**src/rtl/tiny16_pkg.sv**
```systemverilog
package tiny16_pkg;

    localparam int INSN_W   = 16;
    localparam int PC_W     = 12;
    localparam int REG_W    = 4;
    localparam int NUM_REGS = 1 << REG_W;

    localparam logic [3:0] OPC_MOV  = 4'd0;
    localparam logic [3:0] OPC_MOVI = 4'd1;
    localparam logic [3:0] OPC_ADD  = 4'd2;
    localparam logic [3:0] OPC_SUB  = 4'd3;
    localparam logic [3:0] OPC_CMP  = 4'd4;
    localparam logic [3:0] OPC_BCC  = 4'd5;
    localparam logic [3:0] OPC_JMP  = 4'd6;
    localparam logic [3:0] OPC_CALL = 4'd7;
    localparam logic [3:0] OPC_RET  = 4'd8;
    localparam logic [3:0] OPC_NOP  = 4'd9;
    localparam logic [3:0] OPC_IN   = 4'd10;
    localparam logic [3:0] OPC_OUT  = 4'd11;
    localparam logic [3:0] OPC_MUL  = 4'd12;

    localparam logic [3:0] LAST_COND = 4'd5;

    typedef enum logic [3:0] {
        CL_WB, CL_CMP, CL_BCC, CL_JMP, CL_CALL,
        CL_RET, CL_NOP, CL_IN, CL_OUT, CL_BAD
    } cls_e;

    typedef enum logic [1:0] {ALU_ADD, ALU_SUB, ALU_MUL, ALU_PASS} alu_op_e;

    typedef enum logic [1:0] {WB_ALU, WB_IMM, WB_PORT} wb_sel_e;

    typedef enum logic [1:0] {FLT_NONE, FLT_OPCODE, FLT_COND, FLT_STACK} fault_e;

    typedef struct packed {
        logic z;
        logic n;
        logic v;
    } flags_t;

    typedef struct packed {
        cls_e             cls;
        alu_op_e          alu_op;
        wb_sel_e          wb_sel;
        logic [REG_W-1:0] rd;
        logic [REG_W-1:0] rx;
        logic [REG_W-1:0] ry;
        logic [3:0]       cond;
        logic             cond_ok;
        logic [7:0]       imm;
        logic [PC_W-1:0]  abs_tgt;
        logic             off_neg;
        logic [6:0]       off_mag;
    } dec_t;

    typedef struct packed {
        logic [PC_W-1:0] pc;
        flags_t          flags;
        logic            halted;
        fault_e          fault;
    } core_st_t;

    function automatic logic cond_hit(input logic [3:0] cond, input flags_t f);
        logic lt;
        lt = f.n ^ f.v;
        case (cond)
            4'd0:    cond_hit = f.z;
            4'd1:    cond_hit = lt;
            4'd2:    cond_hit = !f.z && !lt;
            4'd3:    cond_hit = f.z || lt;
            4'd4:    cond_hit = !lt;
            4'd5:    cond_hit = !f.z;
            default: cond_hit = 1'b0;
        endcase
    endfunction

endpackage

```
**src/rtl/tiny16_decode.sv**
```systemverilog
module tiny16_decode
    import tiny16_pkg::*;
(
    input  logic [INSN_W-1:0] insn,
    output dec_t              dec
);

    logic [3:0] op;
    logic [3:0] fa;
    logic [3:0] fb;
    logic [3:0] fc;

    assign op = insn[15:12];
    assign fa = insn[11:8];
    assign fb = insn[7:4];
    assign fc = insn[3:0];

    always_comb begin
        dec         = '0;
        dec.cls     = CL_BAD;
        dec.alu_op  = ALU_PASS;
        dec.wb_sel  = WB_ALU;
        dec.rd      = fa;
        dec.rx      = fb;
        dec.ry      = fc;
        dec.cond    = fa;
        dec.cond_ok = (fa <= LAST_COND);
        dec.imm     = insn[7:0];
        dec.abs_tgt = insn[PC_W-1:0];
        dec.off_neg = insn[7];
        dec.off_mag = insn[6:0];
        case (op)
            OPC_MOV: begin
                dec.cls = CL_WB;
                dec.rd  = fb;
            end
            OPC_MOVI: begin
                dec.cls    = CL_WB;
                dec.wb_sel = WB_IMM;
            end
            OPC_ADD: begin
                dec.cls    = CL_WB;
                dec.alu_op = ALU_ADD;
            end
            OPC_SUB: begin
                dec.cls    = CL_WB;
                dec.alu_op = ALU_SUB;
            end
            OPC_MUL: begin
                dec.cls    = CL_WB;
                dec.alu_op = ALU_MUL;
            end
            OPC_CMP: begin
                dec.cls    = CL_CMP;
                dec.alu_op = ALU_SUB;
            end
            OPC_BCC:  dec.cls = CL_BCC;
            OPC_JMP:  dec.cls = CL_JMP;
            OPC_CALL: dec.cls = CL_CALL;
            OPC_RET:  dec.cls = CL_RET;
            OPC_NOP:  dec.cls = CL_NOP;
            OPC_IN: begin
                dec.cls    = CL_IN;
                dec.wb_sel = WB_PORT;
                dec.rd     = fc;
            end
            OPC_OUT:  dec.cls = CL_OUT;
            default:  dec.cls = CL_BAD;
        endcase
    end

endmodule

```
**src/rtl/tiny16_alu.sv**
```systemverilog
module tiny16_alu
    import tiny16_pkg::*;
#(
    parameter int DATA_W = 16
) (
    input  alu_op_e           op,
    input  logic [DATA_W-1:0] x,
    input  logic [DATA_W-1:0] y,
    output logic [DATA_W-1:0] res,
    output flags_t            flags
);

    localparam int MSB = DATA_W - 1;

    logic [DATA_W-1:0] diff;

    always_comb begin
        diff    = x - y;
        flags.z = (diff == '0);
        flags.n = diff[MSB];
        flags.v = (x[MSB] != y[MSB]) && (diff[MSB] != x[MSB]);
        case (op)
            ALU_ADD: res = x + y;
            ALU_SUB: res = diff;
            ALU_MUL: res = x * y;
            default: res = y;
        endcase
    end

endmodule

```
**src/rtl/tiny16_retstack.sv**
```systemverilog
module tiny16_retstack #(
    parameter int DEPTH = 8,
    parameter int W     = 12
) (
    input  logic         clk,
    input  logic         rst_n,
    input  logic         push,
    input  logic         pop,
    input  logic [W-1:0] push_val,
    output logic [W-1:0] top_val,
    output logic         full,
    output logic         empty
);

    localparam int IDX_W = (DEPTH > 1) ? $clog2(DEPTH) : 1;
    localparam int CNT_W = $clog2(DEPTH + 1);

    logic [W-1:0]     mem_q [DEPTH];
    logic [W-1:0]     mem_d [DEPTH];
    logic [CNT_W-1:0] cnt_q;
    logic [CNT_W-1:0] cnt_d;
    logic [IDX_W-1:0] wr_idx;
    logic [IDX_W-1:0] top_idx;

    assign wr_idx  = IDX_W'(cnt_q);
    assign top_idx = IDX_W'(cnt_q - 1'b1);
    assign full    = (cnt_q == CNT_W'(DEPTH));
    assign empty   = (cnt_q == '0);
    assign top_val = mem_q[top_idx];

    for (genvar g = 0; g < DEPTH; g++) begin : g_slot
        assign mem_d[g] = (push && wr_idx == IDX_W'(g)) ? push_val : mem_q[g];
    end

    always_comb begin
        cnt_d = cnt_q;
        if (push && !full) begin
            cnt_d = cnt_q + 1'b1;
        end else if (pop && !empty) begin
            cnt_d = cnt_q - 1'b1;
        end
    end

    always_ff @(posedge clk or negedge rst_n) begin
        if (!rst_n) begin
            cnt_q <= '0;
            for (int i = 0; i < DEPTH; i++) begin
                mem_q[i] <= '0;
            end
        end else begin
            cnt_q <= cnt_d;
            mem_q <= mem_d;
        end
    end

endmodule

```
**src/rtl/tiny16_core.sv**
```systemverilog
module tiny16_core
    import tiny16_pkg::*;
#(
    parameter int DATA_W      = 16,
    parameter int STACK_DEPTH = 8
) (
    input  logic              clk,
    input  logic              rst_n,
    output logic [PC_W-1:0]   imem_addr,
    input  logic [INSN_W-1:0] imem_data,
    input  logic              in_valid,
    output logic              in_ready,
    input  logic [DATA_W-1:0] in_data,
    output logic              out_valid,
    input  logic              out_ready,
    output logic [DATA_W-1:0] out_data,
    output logic              halted,
    output logic [1:0]        fault_code
);

    localparam int IMM_PAD = DATA_W - 8;

    core_st_t st_q;
    core_st_t st_d;
    dec_t     dec;

    logic [DATA_W-1:0] rf_q [NUM_REGS];
    logic [DATA_W-1:0] rf_d [NUM_REGS];
    logic              rf_we;
    logic [REG_W-1:0]  rf_wa;
    logic [DATA_W-1:0] rf_wd;

    logic [DATA_W-1:0] alu_res;
    flags_t            alu_flags;

    logic              stk_push;
    logic              stk_pop;
    logic [PC_W-1:0]   stk_top;
    logic              stk_full;
    logic              stk_empty;

    logic [PC_W-1:0]   pc_inc;
    logic [PC_W-1:0]   br_tgt;
    logic [PC_W-1:0]   br_dist;

    tiny16_decode u_dec (
        .insn (imem_data),
        .dec  (dec)
    );

    tiny16_alu #(.DATA_W(DATA_W)) u_alu (
        .op    (dec.alu_op),
        .x     (rf_q[dec.rx]),
        .y     (rf_q[dec.ry]),
        .res   (alu_res),
        .flags (alu_flags)
    );

    tiny16_retstack #(.DEPTH(STACK_DEPTH), .W(PC_W)) u_stk (
        .clk      (clk),
        .rst_n    (rst_n),
        .push     (stk_push),
        .pop      (stk_pop),
        .push_val (pc_inc),
        .top_val  (stk_top),
        .full     (stk_full),
        .empty    (stk_empty)
    );

    assign pc_inc  = st_q.pc + 1'b1;
    assign br_dist = PC_W'(dec.off_mag);
    assign br_tgt  = dec.off_neg ? (st_q.pc - br_dist) : (st_q.pc + br_dist);

    assign imem_addr  = st_q.pc;
    assign halted     = st_q.halted;
    assign fault_code = st_q.fault;
    assign out_data   = rf_q[dec.ry];

    for (genvar g = 0; g < NUM_REGS; g++) begin : g_rf
        assign rf_d[g] = (rf_we && rf_wa == REG_W'(g)) ? rf_wd : rf_q[g];
    end

    always_comb begin
        case (dec.wb_sel)
            WB_IMM:  rf_wd = {{IMM_PAD{1'b0}}, dec.imm};
            WB_PORT: rf_wd = in_data;
            default: rf_wd = alu_res;
        endcase
    end

    always_comb begin
        st_d      = st_q;
        rf_we     = 1'b0;
        rf_wa     = dec.rd;
        stk_push  = 1'b0;
        stk_pop   = 1'b0;
        in_ready  = 1'b0;
        out_valid = 1'b0;
        if (!st_q.halted) begin
            case (dec.cls)
                CL_WB: begin
                    rf_we   = 1'b1;
                    st_d.pc = pc_inc;
                end
                CL_CMP: begin
                    st_d.flags = alu_flags;
                    st_d.pc    = pc_inc;
                end
                CL_BCC: begin
                    if (!dec.cond_ok) begin
                        st_d.halted = 1'b1;
                        st_d.fault  = FLT_COND;
                    end else begin
                        st_d.pc = cond_hit(dec.cond, st_q.flags) ? br_tgt : pc_inc;
                    end
                end
                CL_JMP: st_d.pc = dec.abs_tgt;
                CL_CALL: begin
                    if (stk_full) begin
                        st_d.halted = 1'b1;
                        st_d.fault  = FLT_STACK;
                    end else begin
                        stk_push = 1'b1;
                        st_d.pc  = dec.abs_tgt;
                    end
                end
                CL_RET: begin
                    if (stk_empty) begin
                        st_d.halted = 1'b1;
                        st_d.fault  = FLT_STACK;
                    end else begin
                        stk_pop = 1'b1;
                        st_d.pc = stk_top;
                    end
                end
                CL_NOP: st_d.pc = pc_inc;
                CL_IN: begin
                    in_ready = 1'b1;
                    if (in_valid) begin
                        rf_we   = 1'b1;
                        st_d.pc = pc_inc;
                    end
                end
                CL_OUT: begin
                    out_valid = 1'b1;
                    if (out_ready) begin
                        st_d.pc = pc_inc;
                    end
                end
                default: begin
                    st_d.halted = 1'b1;
                    st_d.fault  = FLT_OPCODE;
                end
            endcase
        end
    end

    always_ff @(posedge clk or negedge rst_n) begin
        if (!rst_n) begin
            st_q <= '{pc: '0, flags: '0, halted: 1'b0, fault: FLT_NONE};
            for (int i = 0; i < NUM_REGS; i++) begin
                rf_q[i] <= '0;
            end
        end else begin
            st_q <= st_d;
            rf_q <= rf_d;
        end
    end

endmodule

```
**config.mk**
```make
export PLATFORM = sky130hd
export DESIGN_NAME = tiny16_core
export DESIGN_NICKNAME = d
export VERILOG_FILES = /design/src/rtl/tiny16_pkg.sv /design/src/rtl/tiny16_decode.sv /design/src/rtl/tiny16_alu.sv /design/src/rtl/tiny16_retstack.sv /design/src/rtl/tiny16_core.sv
export SDC_FILE = /design/constraint.sdc
export NUM_CORES = 1
export LEC_CHECK = 0
export BUFFER_PORTS_ARGS = -buffer_cell sky130_fd_sc_hd__buf_2
export CORE_ASPECT_RATIO = 0.8
export CORE_MARGIN = 10
export CORE_UTILIZATION = 59
export CTS_BUF_LIST = sky130_fd_sc_hd__clkbuf_2
export DETAILED_ROUTE_END_ITERATION = 8
export PLACE_DENSITY_LB_ADDON = 0.12
export SYNTH_ARGS = -nofsm -noshare
export SYNTH_HDL_FRONTEND = slang
export SYNTH_SLANG_ARGS = --single-unit
```
**constraint.sdc**
```tcl
create_clock -name clk -period 6.55 [get_ports clk]
set_clock_uncertainty 0.05 [all_clocks]
set_input_delay 1.31 -clock clk [delete_from_list [all_inputs] [get_ports clk]]
set_output_delay 1.31 -clock clk [all_outputs]
set_load 0.1 [all_outputs]
```
==> summary.md <==
| Metric | Value |
|---|---|
| Post-synth net total | `2665` |
| Clock transition at path regs | `0.11 ns` |
| CP max FO | `8` |
| Post-synth EDFFs | `0` |
| Share of cells above drive strength 1 | `0.358` |
| Die width | `255 um` |
| Worst path arrival time | `8.21 ns` |
| Synthesized flop and latch total | `374` |
| Core Util, Final | `0.720` |
| Placed cell count | `3255` |
| CP Capture Type | `flop` |
| CP delay by family, top | `adder cells` |
| Max incr delay on CP | `0.50 ns` |
| Dpl hpwl | `60000 um` |
| Slew @ Worst Pin | `1.30 ns` |
| Final Non-Filler Cells | `3448` |
| Most common library cell in the layout ignoring fill and taps | `dfrtp_1` |
| Avg Cell Area, Syn | `10.6 um^2` |
| Total gr overflow | `0` |
| Max Cap Viol | `0` |
| Most common flop cell mapped by yosys | `dfrtp_1` |
| Post-route ant nets | `0` |
| Synth cell types | `77` |
| Antenna violations before repair | `3` |
| Die ar. | `52900 um^2` |
| Slowest stage cell, crit path | `mux4_2` |
| Failing checks | `setup timing` |
| RSZ-0062 raised after global routing | `yes` |
| Mapped Area | `26000 um^2` |
| CTS tree | `done` |
| # setup viols final | `110` |
| WL per Instance | `24.4 um` |
| Final min period | `7.33 ns` |
| Area Overhead vs Synth | `20.0%` |
| Placer Congestion | `0.987` |
| Largest net degree at the start of global routing | `115` |
| Max frequency | `136 MHz` |
| Cell repeated most along the worst path | `fa_1` |
| DRT iter0 DRCs | `2377` |
| Fin. Hold Viols | `0` |
| Clk buf depth | `3` |
| Worst hold path type | `in2async` |
| Post-layout net count | `3044` |
| H-tree levels | `3` |
| Startpoint Class | `primary input` |
| Core Box Area | `43300 um^2` |
| Vias in the first global route | `22200` |
| Clock Tree Root | `clkbuf_2` |
| First-pass GRT wire length | `130000 um` |
| Port Buffers | `68` |
| Number of CTS-inserted buffers | `94` |
| Lkg Pwr | `14.9 nW` |
| Clock Latency Late Sink | `1.12 ns` |
| Crit share post-route | `1.12` |
| Post-CTS Hold Fix Bufs | `0` |
| Clock tree sinks | `374` |
| Final wirelength | `84200 um` |
| Seq/Total Area, Yosys | `0.360` |
| Ports | `69` |
| Peak supply drop | `205 uV` |
| Rows | `68` |
| Crit path buf inv count | `9` |
| Slew Limit Fails | `0` |
| Layout fillers | `3158` |
| Rel. slew slack | `0.127` |
| FFs w/ async S/R, synth | `1.00` |
| Fin Setup TNS | `-51.42 ns` |
| Most frequent cells in the layout | `dfrtp_1, nand2_1, buf_4` |
| DRC | `0` |
| Cell count after synthesis | `2444` |
| Via density | `6.35` |
| Run status | `finished with violations` |
| Yosys warns | `0` |
| Drt pass-1 iters | `7` |
| Die Y | `208 um` |
| Critical path class | `in2reg` |
| Vias | `21900` |
| Total global-route track usage | `0.319` |
| Crit path required time | `7.43 ns` |
| Initial Util | `0.600` |
| Pwr Density | `204 nW/um^2` |
| Final worst slack | `-0.779 ns` |
## final timing paths
check                                      from               to  slack (ns)  cells after the start
worst max-delay path               imem_data[0]        rf_q[207]       -0.78                     29
worst min-delay path                      rst_n        rf_q[192]        0.23                      1
worst max register to register         rf_q[69]        rf_q[207]       -0.76                     27
worst min register to register  u_stk.mem_q[34]  u_stk.mem_q[34]        0.43                      2
max in group asynchronous                 rst_n         rf_q[35]        4.78                      2
min in group clk                u_stk.mem_q[34]  u_stk.mem_q[34]        0.43                      2
## Yosys cell counts, types with 4 or more instances
| master | n | area [um^2] |
|---|---|---|
| or2_2 | 6 | 37.5 |
| a22oi_1 | 21 | 158 |
| clkbuf_1 | 100 | 375 |
| buf_2 | 16 | 80.1 |
| o21ai_1 | 4 | 20.0 |
| o41ai_1 | 7 | 61.3 |
| a211oi_1 | 6 | 45.0 |
| buf_4 | 16 | 120 |
| buf_1 | 25 | 93.8 |
| mux4_2 | 146 | 3290 |
| a21boi_0 | 4 | 30.0 |
| a22o_1 | 8 | 70.1 |
| xor2_1 | 24 | 210 |
| nand2b_1 | 10 | 62.6 |
| ha_1 | 103 | 1290 |
| and2_1 | 24 | 150 |
| nor3_1 | 18 | 90.1 |
| mux2i_1 | 45 | 450 |
| o31ai_1 | 22 | 165 |
| a21oi_1 | 86 | 430 |
| o22ai_1 | 4 | 25.0 |
| o221ai_1 | 13 | 114 |
| nor4_1 | 9 | 56.3 |
| a21o_1 | 14 | 105 |
| mux4_1 | 9 | 236 |
| a221o_1 | 7 | 70.1 |
| nor2b_1 | 26 | 163 |
| xnor2_1 | 58 | 508 |
| o211ai_1 | 7 | 52.6 |
| nor2_1 | 139 | 522 |
| o21bai_1 | 8 | 60.1 |
| nand2_1 | 361 | 1360 |
| o21ai_0 | 190 | 951 |
| inv_1 | 172 | 646 |
| a221oi_1 | 26 | 228 |
| fa_1 | 82 | 1640 |
| dfrtp_1 | 374 | 9360 |
| buf_6 | 12 | 135 |
| nand3_1 | 15 | 75.1 |
| a31oi_1 | 10 | 62.6 |
| mux2_2 | 157 | 1770 |
## layer usage
metal	vias to the layer above	global-route usage	routed length, um
met5	-	0	13
met4	2	0.118	3110
met3	206	0.0895	9340
met2	1178	0.473	37300
li1	9467	-	-
met1	11100	0.441	34400
## final cells by class
cell class | instances | area (um^2) | share of cell area
antenna | 2 | 5.00 | 0.000161
clock buffer | 135 | 676 | 0.0217
clock inverter | 24 | 165 | 0.00530
inverter | 175 | 664 | 0.0213
multi-input combinational | 1726 | 15800 | 0.507
sequential | 374 | 9360 | 0.300
tap | 560 | 701 | 0.0225
timing repair buffer | 452 | 3780 | 0.121
## state kept, by name, indices dropped and copies added (netlist names)
name and count:
imem_addr 12, u_stk.mem_q 96, rf_q 256, halted 1, u_stk.cnt_q 4, fault_code 2
st_q 3
## worst reg2reg max path: cells and delay by family, from the launching register on
| kind | cells | cell delay, ns |
|---|---|---|
| buf+inv | 7 | 0.92 |
| fa+ha+maj | 8 | 2.96 |
| xor+xnor | 2 | 0.24 |
| compound gates | 8 | 1.77 |
| flops | 1 | 0.41 |
| mux | 2 | 0.79 |
## where the power goes
part	switching (W)	internal, W
Sequential	0.000181	0.00242
Combinational	0.00131	0.000805
Clock	0.000998	0.000635
Total	0.00249	0.00386
## logic make-up (layout without fill, tap and decap cells)
| group | Yosys count | after routing | share of synthesized area |
|---|---|---|---|
| buffers and inverters | 346 | 786 | 0.0578 |
| other | 0 | 2 | 0 |
| AND/OR/NAND/NOR | 629 | 629 | 0.102 |
| adder cells (fa/ha/maj) | 185 | 185 | 0.113 |
| flip-flops | 374 | 374 | 0.360 |
| multiplexers | 362 | 362 | 0.223 |
| AO/OA/AOI/OAI | 462 | 464 | 0.112 |
| XOR/XNOR | 86 | 86 | 0.0309 |
## what timing repair did
| item | in CTS | in global routing |
|---|---|---|
| buffers inserted | 17 | 8 |
| resized for setup | 91 | 43 |
| pin swaps | 30 | 21 |
| gates cloned | 6 | 1 |
| setup endpoints to repair | 142 | 144 |
## through the flow
stage	setup WS (ns)	total power, W	instance area, um^2	hold WS (ns)
6_report	-0.779	0.00635	31200	0.225
2_1_floorplan	-2.13	0.00400	26300	0.395
3_5_place_dp	-2.25	0.00465	29400	0.417
3_3_place_gp	-2.10	0.00460	29400	0.406
5_1_grt	-1.00	0.00667	31200	0.219
4_1_cts	-0.723	0.00633	30900	0.179
No activity file was read; power rests on OpenSTA's default activity.
